==> src/rtl/ptp_tod_counter.sv <==
`timescale 1ns/1ps
module ptp_tod_counter #(
  parameter int SEC_HI_W = 16,
  parameter int INC_W    = 8
) (
  input  logic        clk,
  input  logic        rst_n,
  input  logic        tick,
  input  logic        wr_en,
  input  logic        rd_en,
  input  logic [2:0]  addr,
  input  logic [31:0] wdata,
  output logic [31:0] rdata
);
  localparam int SEC_W  = 32 + SEC_HI_W;
  localparam int FRAC_W = 24;
  localparam logic [31:0] NS_PER_SEC = 32'd1_000_000_000;
  localparam logic [2:0] A_NS = 3'd0, A_SECLO = 3'd1, A_SECHI = 3'd2,
                         A_INCNS = 3'd3, A_INCSUB = 3'd4, A_ADJ = 3'd5;

  logic [31:0]         ns;
  logic [SEC_W-1:0]    sec, snap_sec;
  logic [SEC_HI_W-1:0] sec_hi_stage;
  logic [INC_W-1:0]    inc_ns;
  logic [FRAC_W-1:0]   inc_frac, frac_stage, frac_acc;

  wire wr_ns    = wr_en && addr == A_NS;
  wire wr_seclo = wr_en && addr == A_SECLO;
  wire wr_sechi = wr_en && addr == A_SECHI;
  wire wr_incns = wr_en && addr == A_INCNS;
  wire wr_sub   = wr_en && addr == A_INCSUB;
  wire wr_adj   = wr_en && addr == A_ADJ;

  // tick step with fraction carry
  wire [FRAC_W:0] frac_sum = {1'b0, frac_acc} + {1'b0, inc_frac};
  wire [31:0] step = tick ? 32'(inc_ns) + 32'(frac_sum[FRAC_W]) : 32'd0;
  wire [31:0] t0   = ns + step;
  wire        c1   = t0 >= NS_PER_SEC;
  wire [31:0] t1   = c1 ? t0 - NS_PER_SEC : t0;

  // one-shot offset
  wire [31:0] adj_mag = {2'b00, wdata[29:0]};
  wire        adj_sub = wdata[31];
  wire        adj_go  = wr_adj && adj_mag < NS_PER_SEC;
  wire [31:0] s_add   = t1 + adj_mag;
  wire        c2      = adj_go && !adj_sub && s_add >= NS_PER_SEC;
  wire        brw     = adj_go && adj_sub && t1 < adj_mag;
  wire [31:0] t2      = !adj_go ? t1 :
                        adj_sub ? (brw ? t1 + NS_PER_SEC - adj_mag : t1 - adj_mag) :
                                  (c2 ? s_add - NS_PER_SEC : s_add);
  wire [SEC_W-1:0] sec_nxt = sec + SEC_W'(c1) + SEC_W'(c2) - SEC_W'(brw);

  wire ns_load = wr_ns && adj_mag < NS_PER_SEC;

  always_ff @(posedge clk) begin
    if (!rst_n) begin
      ns           <= '0;
      sec          <= '0;
      snap_sec     <= '0;
      sec_hi_stage <= '0;
      inc_ns       <= '0;
      inc_frac     <= '0;
      frac_stage   <= '0;
      frac_acc     <= '0;
    end else begin
      if (tick) frac_acc <= frac_sum[FRAC_W-1:0];
      ns <= ns_load ? adj_mag : t2;
      if (wr_seclo)     sec <= {sec_hi_stage, wdata};
      else if (!ns_load) sec <= sec_nxt;
      if (wr_sechi) sec_hi_stage <= wdata[SEC_HI_W-1:0];
      if (wr_sub)   frac_stage <= {wdata[15:0], wdata[31:24]};
      if (wr_incns) begin
        inc_ns   <= wdata[INC_W-1:0];
        inc_frac <= frac_stage;
      end
      if (rd_en && addr == A_NS) snap_sec <= sec;
    end
  end

  always_comb begin
    case (addr)
      A_NS:    rdata = ns;
      A_SECLO: rdata = snap_sec[31:0];
      A_SECHI: rdata = 32'(snap_sec[SEC_W-1:32]);
      default: rdata = '0;
    endcase
  end

  assert_ns_range_R5: assert property (@(posedge clk) disable iff (!rst_n)
    ns < NS_PER_SEC);
  assert_idle_hold_R2: assert property (@(posedge clk) disable iff (!rst_n)
    (!tick && !wr_en) |=> ($stable(ns) && $stable(sec)));
  assert_sechi_staged_R6: assert property (@(posedge clk) disable iff (!rst_n)
    (wr_sechi && !tick) |=> $stable(sec));
  assert_sub_staged_R4: assert property (@(posedge clk) disable iff (!rst_n)
    wr_sub |=> ($stable(inc_frac) && $stable(inc_ns)));
  assert_sec_step_R5: assert property (@(posedge clk) disable iff (!rst_n)
    !wr_en |=> (sec == $past(sec) || sec == $past(sec) + SEC_W'(1)));
  assert_snap_R9: assert property (@(posedge clk) disable iff (!rst_n)
    (rd_en && addr == A_NS) |=> snap_sec == $past(sec));
endmodule

==> config.mk <==
export PLATFORM = sky130hd
export DESIGN_NAME = ptp_tod_counter
export DESIGN_NICKNAME = d
export VERILOG_FILES = /design/src/rtl/ptp_tod_counter.sv
export SDC_FILE = /design/constraint.sdc
export NUM_CORES = 1
export LEC_CHECK = 0
export ABC_AREA = 1
export BUFFER_PORTS_ARGS = -buffer_cell sky130_fd_sc_hd__buf_2
export CAP_MARGIN = 20
export CORE_MARGIN = 1
export CORE_UTILIZATION = 30
export DETAILED_ROUTE_END_ITERATION = 16
export PLACE_DENSITY = 0.45
export SLEW_MARGIN = 20
export SYNTH_ARGS = -nofsm -noshare
export SYNTH_HDL_FRONTEND = slang
export SYNTH_SLANG_ARGS = --single-unit
==> constraint.sdc <==
create_clock -name clk -period 28.1 [get_ports clk]
set_input_delay 1.405 -clock clk [delete_from_list [all_inputs] [get_ports clk]]
set_output_delay 1.405 -clock clk [all_outputs]
set_load 0.02 [all_outputs]
---- After elaboration in Yosys (flattened, before gate mapping) ----
Cells that the tools add are included.
storage, ports and cells
  flip-flop bits (word level) ............. 224
  bits of input ports ..................... 40
  output and inout port bits .............. 32
  logic and storage cells ................. 58
operators by class
  add/sub/neg operators ................... 12
  magnitude comparators ................... 4
  equality and inequality tests ........... 6
  multiplexer cells ....................... 10
  bitwise logic cells ..................... 1
  reduce and logical (&&, ||, !) cells .... 16
operators with widths
  cell                    number
  $mux 32                 5
  $add 48x1->48           2
  $mux 48                 2
  $pmux 32 s3             1
  $ge 32x30->1 const B    2
  $sub 32x30->32          2
  $sub 32x30->32 const B  2
  $sub 48x1->48           1
  $add 32x30->32          1
  $add 32x30->32 const B  1
  $add 32x9->32           1
  $lt 32x30->1            1
  $lt 30x30->1 const B    1
  $mux 30                 1
  $add 24x24->25          1
  $logic_and 1x1->1       13
  $add 8x1->9             1
  $mux 9                  1
  $eq 3x2->1 const B      2
  $eq 3x3->1 const B      2
  $eq 3x1->1 const B      1
  $logic_not 3->1         1
  $ne 2x2->1 const B      1
  $reduce_or 2->1         1
  2 further kinds         2

---- Depth between registers and ports, before layout ----
  depth in word-level cells ............... 13
  gate-level depth with buffers ........... 80
  mapped depth without buffers ............ 79

---- Worst setup path after synthesis ----
OpenSTA, ideal clock, no wires.
  path kind ............................... register to register
  from .................................... register inc_frac[0]
  to ...................................... register sec[38]
  library setup time ...................... 132 ps
  data arrival time ....................... 10,161 ps
  data required time ...................... 27,968 ps
  setup slack ............................. 17,807 ps
  cell stages (with the launch flop) ...... 75
  buffers on the path ..................... 1
  period minus slack after synthesis ...... 10,293 ps
  cell sequence ........................... dfxtp_1 > ha_1 > fa_1 > a21o_1 > a21oi_1 > o21ai_0 > a21oi_1 > nor2_1 > a211oi_1 > o21ai_0 > nand2_1 > nand2_1 > nand2_1 > nand2_1 > a21oi_1 > o21bai_1 > ha_1 > nand2_1 > [... 39 more ...] > nand2_1 > nand3_1 > nor2_4 > a21oi_1 > fa_1 > inv_1 > fa_1 > o21ai_0 > a21oi_1 > o21ai_0 > a21oi_1 > inv_1 > a21oi_1 > o31ai_1 > a31oi_1 > or2_2 > nand3_1 > a21oi_1
between the ends
  word-level cells in the longest chain between the ends .. 13
  elaborated cells on any way between the ends .. 17
  classes of those cells .................. add/sub (8); order compare (3); mux (4); reduce/logical (2)
ends and longest elaborated chain
  item                                            line    source
  start: declaration                              25      logic [FRAC_W-1:0] inc_frac, frac_stage, frac_acc;
  start signal: assignment                        74      inc_frac <= frac_stage;
  $add 24x24->25 *                                35      wire [FRAC_W:0] frac_sum = {1'b0, frac_acc} + {1'b0, inc_frac};
  $add 8x1->9 *                                   36      wire [31:0] step = tick ? 32'(inc_ns) + 32'(frac_sum[FRAC_W]) : 32'd0;
  $mux 9 *                                        36
  $add 32x9->32 *                                 37      wire [31:0] t0 = ns + step;
  $sub 32x30->32 or $ge 32x30->1 (tied branches)  39, 38
  $mux 32                                         39      wire [31:0] t1 = c1 ? t0 - NS_PER_SEC : t0;
  $add 32x30->32                                  45      wire [31:0] s_add = t1 + adj_mag;
  $ge 32x30->1                                    46      wire c2 = adj_go && !adj_sub && s_add >= NS_PER_SEC;
  $logic_and 1x1->1                               46
  $add 48x1->48                                   51      wire [SEC_W-1:0] sec_nxt = sec + SEC_W'(c1) + SEC_W'(c2) - SEC_W'(brw);
  $sub 48x1->48 *                                 51
  $mux 48 *                                       69      else if (!ns_load) sec <= sec_nxt;
  $mux 48 *                                       68      if (wr_seclo) sec <= {sec_hi_stage, wdata};
  end signal: assignment                          68
  end signal: assignment                          69
  end: declaration                                22      logic [SEC_W-1:0] sec, snap_sec;
Every way passes the cells marked *; elsewhere a longest branch is shown, timed or not. The select of a mux whose other input is x is not followed.
A chain may end at the register's enable or synchronous reset.

---- Worst setup path after layout ----
Ends and elaborated chain as after synthesis.

==> flow_metrics.env <==
export IMPL_maxCapViolations=0
export IMPL_place_ws_ns=14.45
export IMPL_hold_class="reg -> reg"
export IMPL_report_final_hold_viol_count=0
export IMPL_htreeDepth=1
export IMPL_drt_iter0_markers=2001
export IMPL_synth_simple_area_share_pct=26.94
export IMPL_cts_tree="yes"
export IMPL_outcome="completed"
export IMPL_die_y_um=271.1
export IMPL_required_ns=28.51
export IMPL_relSlewSlack_pct=20.63
export IMPL_worst_setup_path_end_kind="flip-flop"
export IMPL_post_synth_cell_area_avg_um2=6.257
export IMPL_syn_inst=3473
export IMPL_dieArea_mm2=0.07352
export IMPL_num_rows=98
export IMPL_clockBufferDepth=3
export IMPL_syn_cell_area_mm2=0.02173
export IMPL_first_pass_iters=5
export IMPL_fin_crit_ns=13.95
export IMPL_nets=3764
export IMPL_clk_latency_ns=0.56
export IMPL_critPathSlowestCell="o31ai_1"
export IMPL_vias=23020
export IMPL_fin_area_mm2=0.02390
export IMPL_r2r_end="sec[38]"
export IMPL_grt_max_degree=64
export IMPL_ir_worst_vdd_mv=0.04606
export IMPL_synth_xor_area_share_pct=5.481
export IMPL_placed_cells=4423
export IMPL_ys_warn_count=0
export IMPL_final_max_slew_viol_count=0
export IMPL_setup_slack_ns=14.15
export IMPL_finClkSkew_ns=0.01502
export IMPL_reg2reg_from="inc_frac[0]"
export IMPL_drive_gt1_share_pct=5.795
export IMPL_synthAdderAreaFrac_pct=13.63
export IMPL_worstHoldStart="snap_sec[31]"
export IMPL_leakagePower_nw=11.38
export IMPL_rsz0062_at_grt="false"
export IMPL_synth_top_family_by_area="simple AND/OR/NAND/NOR gates"
export IMPL_synth_cell_types=55
export IMPL_antenna_found_initial=3
export IMPL_grt_overflow=0
export IMPL_ys_flop_type="dfxtp_1"
export IMPL_post_route_util_pct=33.38
export IMPL_synth_top_cell_by_area="dfxtp_1"
export IMPL_gp_congestion=0.9298
export IMPL_critical_path_max_fanout=26
export IMPL_grt_first_pass_wirelength_um=138900
export IMPL_worstMarginPinSlew_ns=1.180
export IMPL_detailed_place_hpwl_um=75590
export IMPL_ys_seq_area_share_pct=20.63
export IMPL_ant_nets=0
export IMPL_synth_edff_count=0
export IMPL_cp_start_kind="flip-flop"
export IMPL_area_growth_syn_to_layout_pct=9.989
export IMPL_wirelength_um=93770
export IMPL_syn_num_nets=3736
export IMPL_yosys_register_bits=224
export IMPL_cts_sinks=224
export IMPL_timing_fmax_ghz=0.07170
export IMPL_cts_clk_slew_worst_paths_ns=0.06
export IMPL_final_setup_viol_count=0
export IMPL_io_pins=72
export IMPL_whs_endpoint="snap_sec[31]"
export IMPL_vias_per_cell=5.150
export IMPL_stdcell_count=4470
export IMPL_cts_setup_buffers=0
export IMPL_avgRoutedWirePerCell_um=20.98
export IMPL_dieWidth_um=271.1
export IMPL_timing_final_crit_share_pct=49.63
export IMPL_cts_buffers=26
export IMPL_cp_common_cell="nand2_1"
export IMPL_r2r_setup_slack_ns=14.15
export IMPL_synth_top_area_share_pct=20.63
export IMPL_async_flop_share_pct=0
export IMPL_synthMuxAreaShare_pct=0.04606
export IMPL_powerDensity_mw_per_mm2=88.45
export IMPL_drc=0
export IMPL_synth_compound_gate_area_share_pct=22.29
export IMPL_cts_repair_resize_count=0
export IMPL_root_buffer="clkbuf_16"
export IMPL_ys_top_cells_by_area="dfxtp_1, nand2_1, ha_1, inv_1, a21oi_1"
export IMPL_crit_type="reg -> reg"
export IMPL_start_util_pct=30.35
export IMPL_ff2ff_path_depth=71
export IMPL_tns_ns=0
export IMPL_hold_depth=2
export IMPL_critPathMaxStageDelay_ns=0.95
export IMPL_ctsHoldBuffers=0
export IMPL_first_global_vias=21440
export IMPL_place_area_mm2=0.02308
export IMPL_grt_total_usage_pct=24.81
export IMPL_arrival_ns=14.36
export IMPL_n_antenna_cell=0
export IMPL_core_area_mm2=0.07161
export IMPL_port_buffers=71
power by group:
part           total, mW  switching, mW  internal (mW)
clock              0.336          0.149          0.188
sequential         0.415         0.0521          0.363
combinational       1.36          0.928          0.435
total               2.11           1.13          0.986
cell families (layout without fill, tap and decap cells):
kind of cell / Yosys count / after routing
buffers and inverters: 626 / 673
AOI/OAI and AO/OA: 867 / 867
xor gates and xnor gates: 136 / 136
DFF: 224 / 224
adders and majority gates: 223 / 223
and+or+nand+nor: 1396 / 1396
muxes: 1 / 1
cell usage in the layout, fill, tap and decap left out, types with 25 or more instances in the layout:
cell / Yosys / layout
nand2_1: 710 / 709
inv_1: 524 / 522
a21oi_1: 374 / 374
nor2_1: 353 / 350
o21ai_0: 285 / 285
dfxtp_1: 224 / 224
nand3_1: 210 / 210
ha_1: 200 / 200
xor2_1: 101 / 101
buf_2: 4 / 70
a31oi_1: 45 / 45
xnor2_1: 35 / 35
nand4_1: 26 / 26
nor3_1: 28 / 26
clkbuf_16: 0 / 26
o221ai_1: 25 / 25
worst max-delay path: cells and delay by family, from the launching register on:
| kind | cells | cell delay [ns] |
|---|---|---|
| simple gates | 40 | 5.76 |
| xor+xnor | 1 | 0.42 |
| flops | 1 | 0.31 |
| buf+inv | 4 | 0.41 |
| compound gates | 19 | 4.64 |
| fa+ha+maj | 7 | 2.22 |
state kept, by name, summed over array words and instances (netlist names):
name / cells
sec: 48
snap_sec: 48
ns: 32
frac_acc: 24
frac_stage: 24
inc_frac: 24
sec_hi_stage: 16
inc_ns: 8
worst max path at each step:
stage / startpoint / to / slack, ns / depth (start not counted)
2_1_floorplan: inc_frac[0] / sec[38] / 17.81 / 74
3_3_place_gp: inc_frac[0] / sec[38] / 14.53 / 71
3_5_place_dp: inc_frac[0] / sec[38] / 14.45 / 71
4_1_cts: inc_frac[0] / sec[38] / 14.38 / 71
5_1_grt: inc_frac[0] / sec[42] / 12.94 / 74
6_report: inc_frac[0] / sec[38] / 14.15 / 71
metal layers:
layer	up-vias	GRT usage, %	part of all wire (%)
li1	11510	-	-
met1	10710	35.36	48
met2	702	39.27	44
met3	93	3.087	5.4
met4	0	6.298	2.5
met5	-	0	0
synthesized netlist by cell type (5+ instances only):
cell type,n
a21boi_0,9
a21o_1,9
a21oi_1,374
a221oi_1,17
a22oi_1,12
a31oi_1,45
clkbuf_1,82
dfxtp_1,224
fa_1,23
ha_1,200
inv_1,524
inv_2,9
nand2_1,710
nand2_2,7
nand3_1,210
nand3_2,7
nand3b_1,5
nand4_1,26
nor2_1,353
nor2_2,12
nor2_4,5
nor3_1,28
nor4_1,8
o2111ai_1,6
o211ai_1,11
o21a_1,12
o21ai_0,285
o21bai_1,16
o221ai_1,25
o22ai_1,23
o31ai_1,5
or2_2,15
xnor2_1,35
xor2_1,101
layout make-up:
cell class	instances	area, µm²
fill	8191	47710
multi-input combinational	2623	14890
sequential	224	4484
inverter	534	2004
tap	950	1189
clock buffer	34	710.7
timing repair buffer	92	515.5
clock inverter	13	106.4
metrics by stage:
stage / power (mW) / hold WS [ns]
finish: 2.114 / 0.4482
global route: 2.289 / 0.4741
CTS: 2.089 / 0.4509
detailed placement: 1.744 / 0.4424
global placement: 1.760 / 0.4370
floorplan: 1.355 / 0.4245
(Power assumes the default switching activity.)
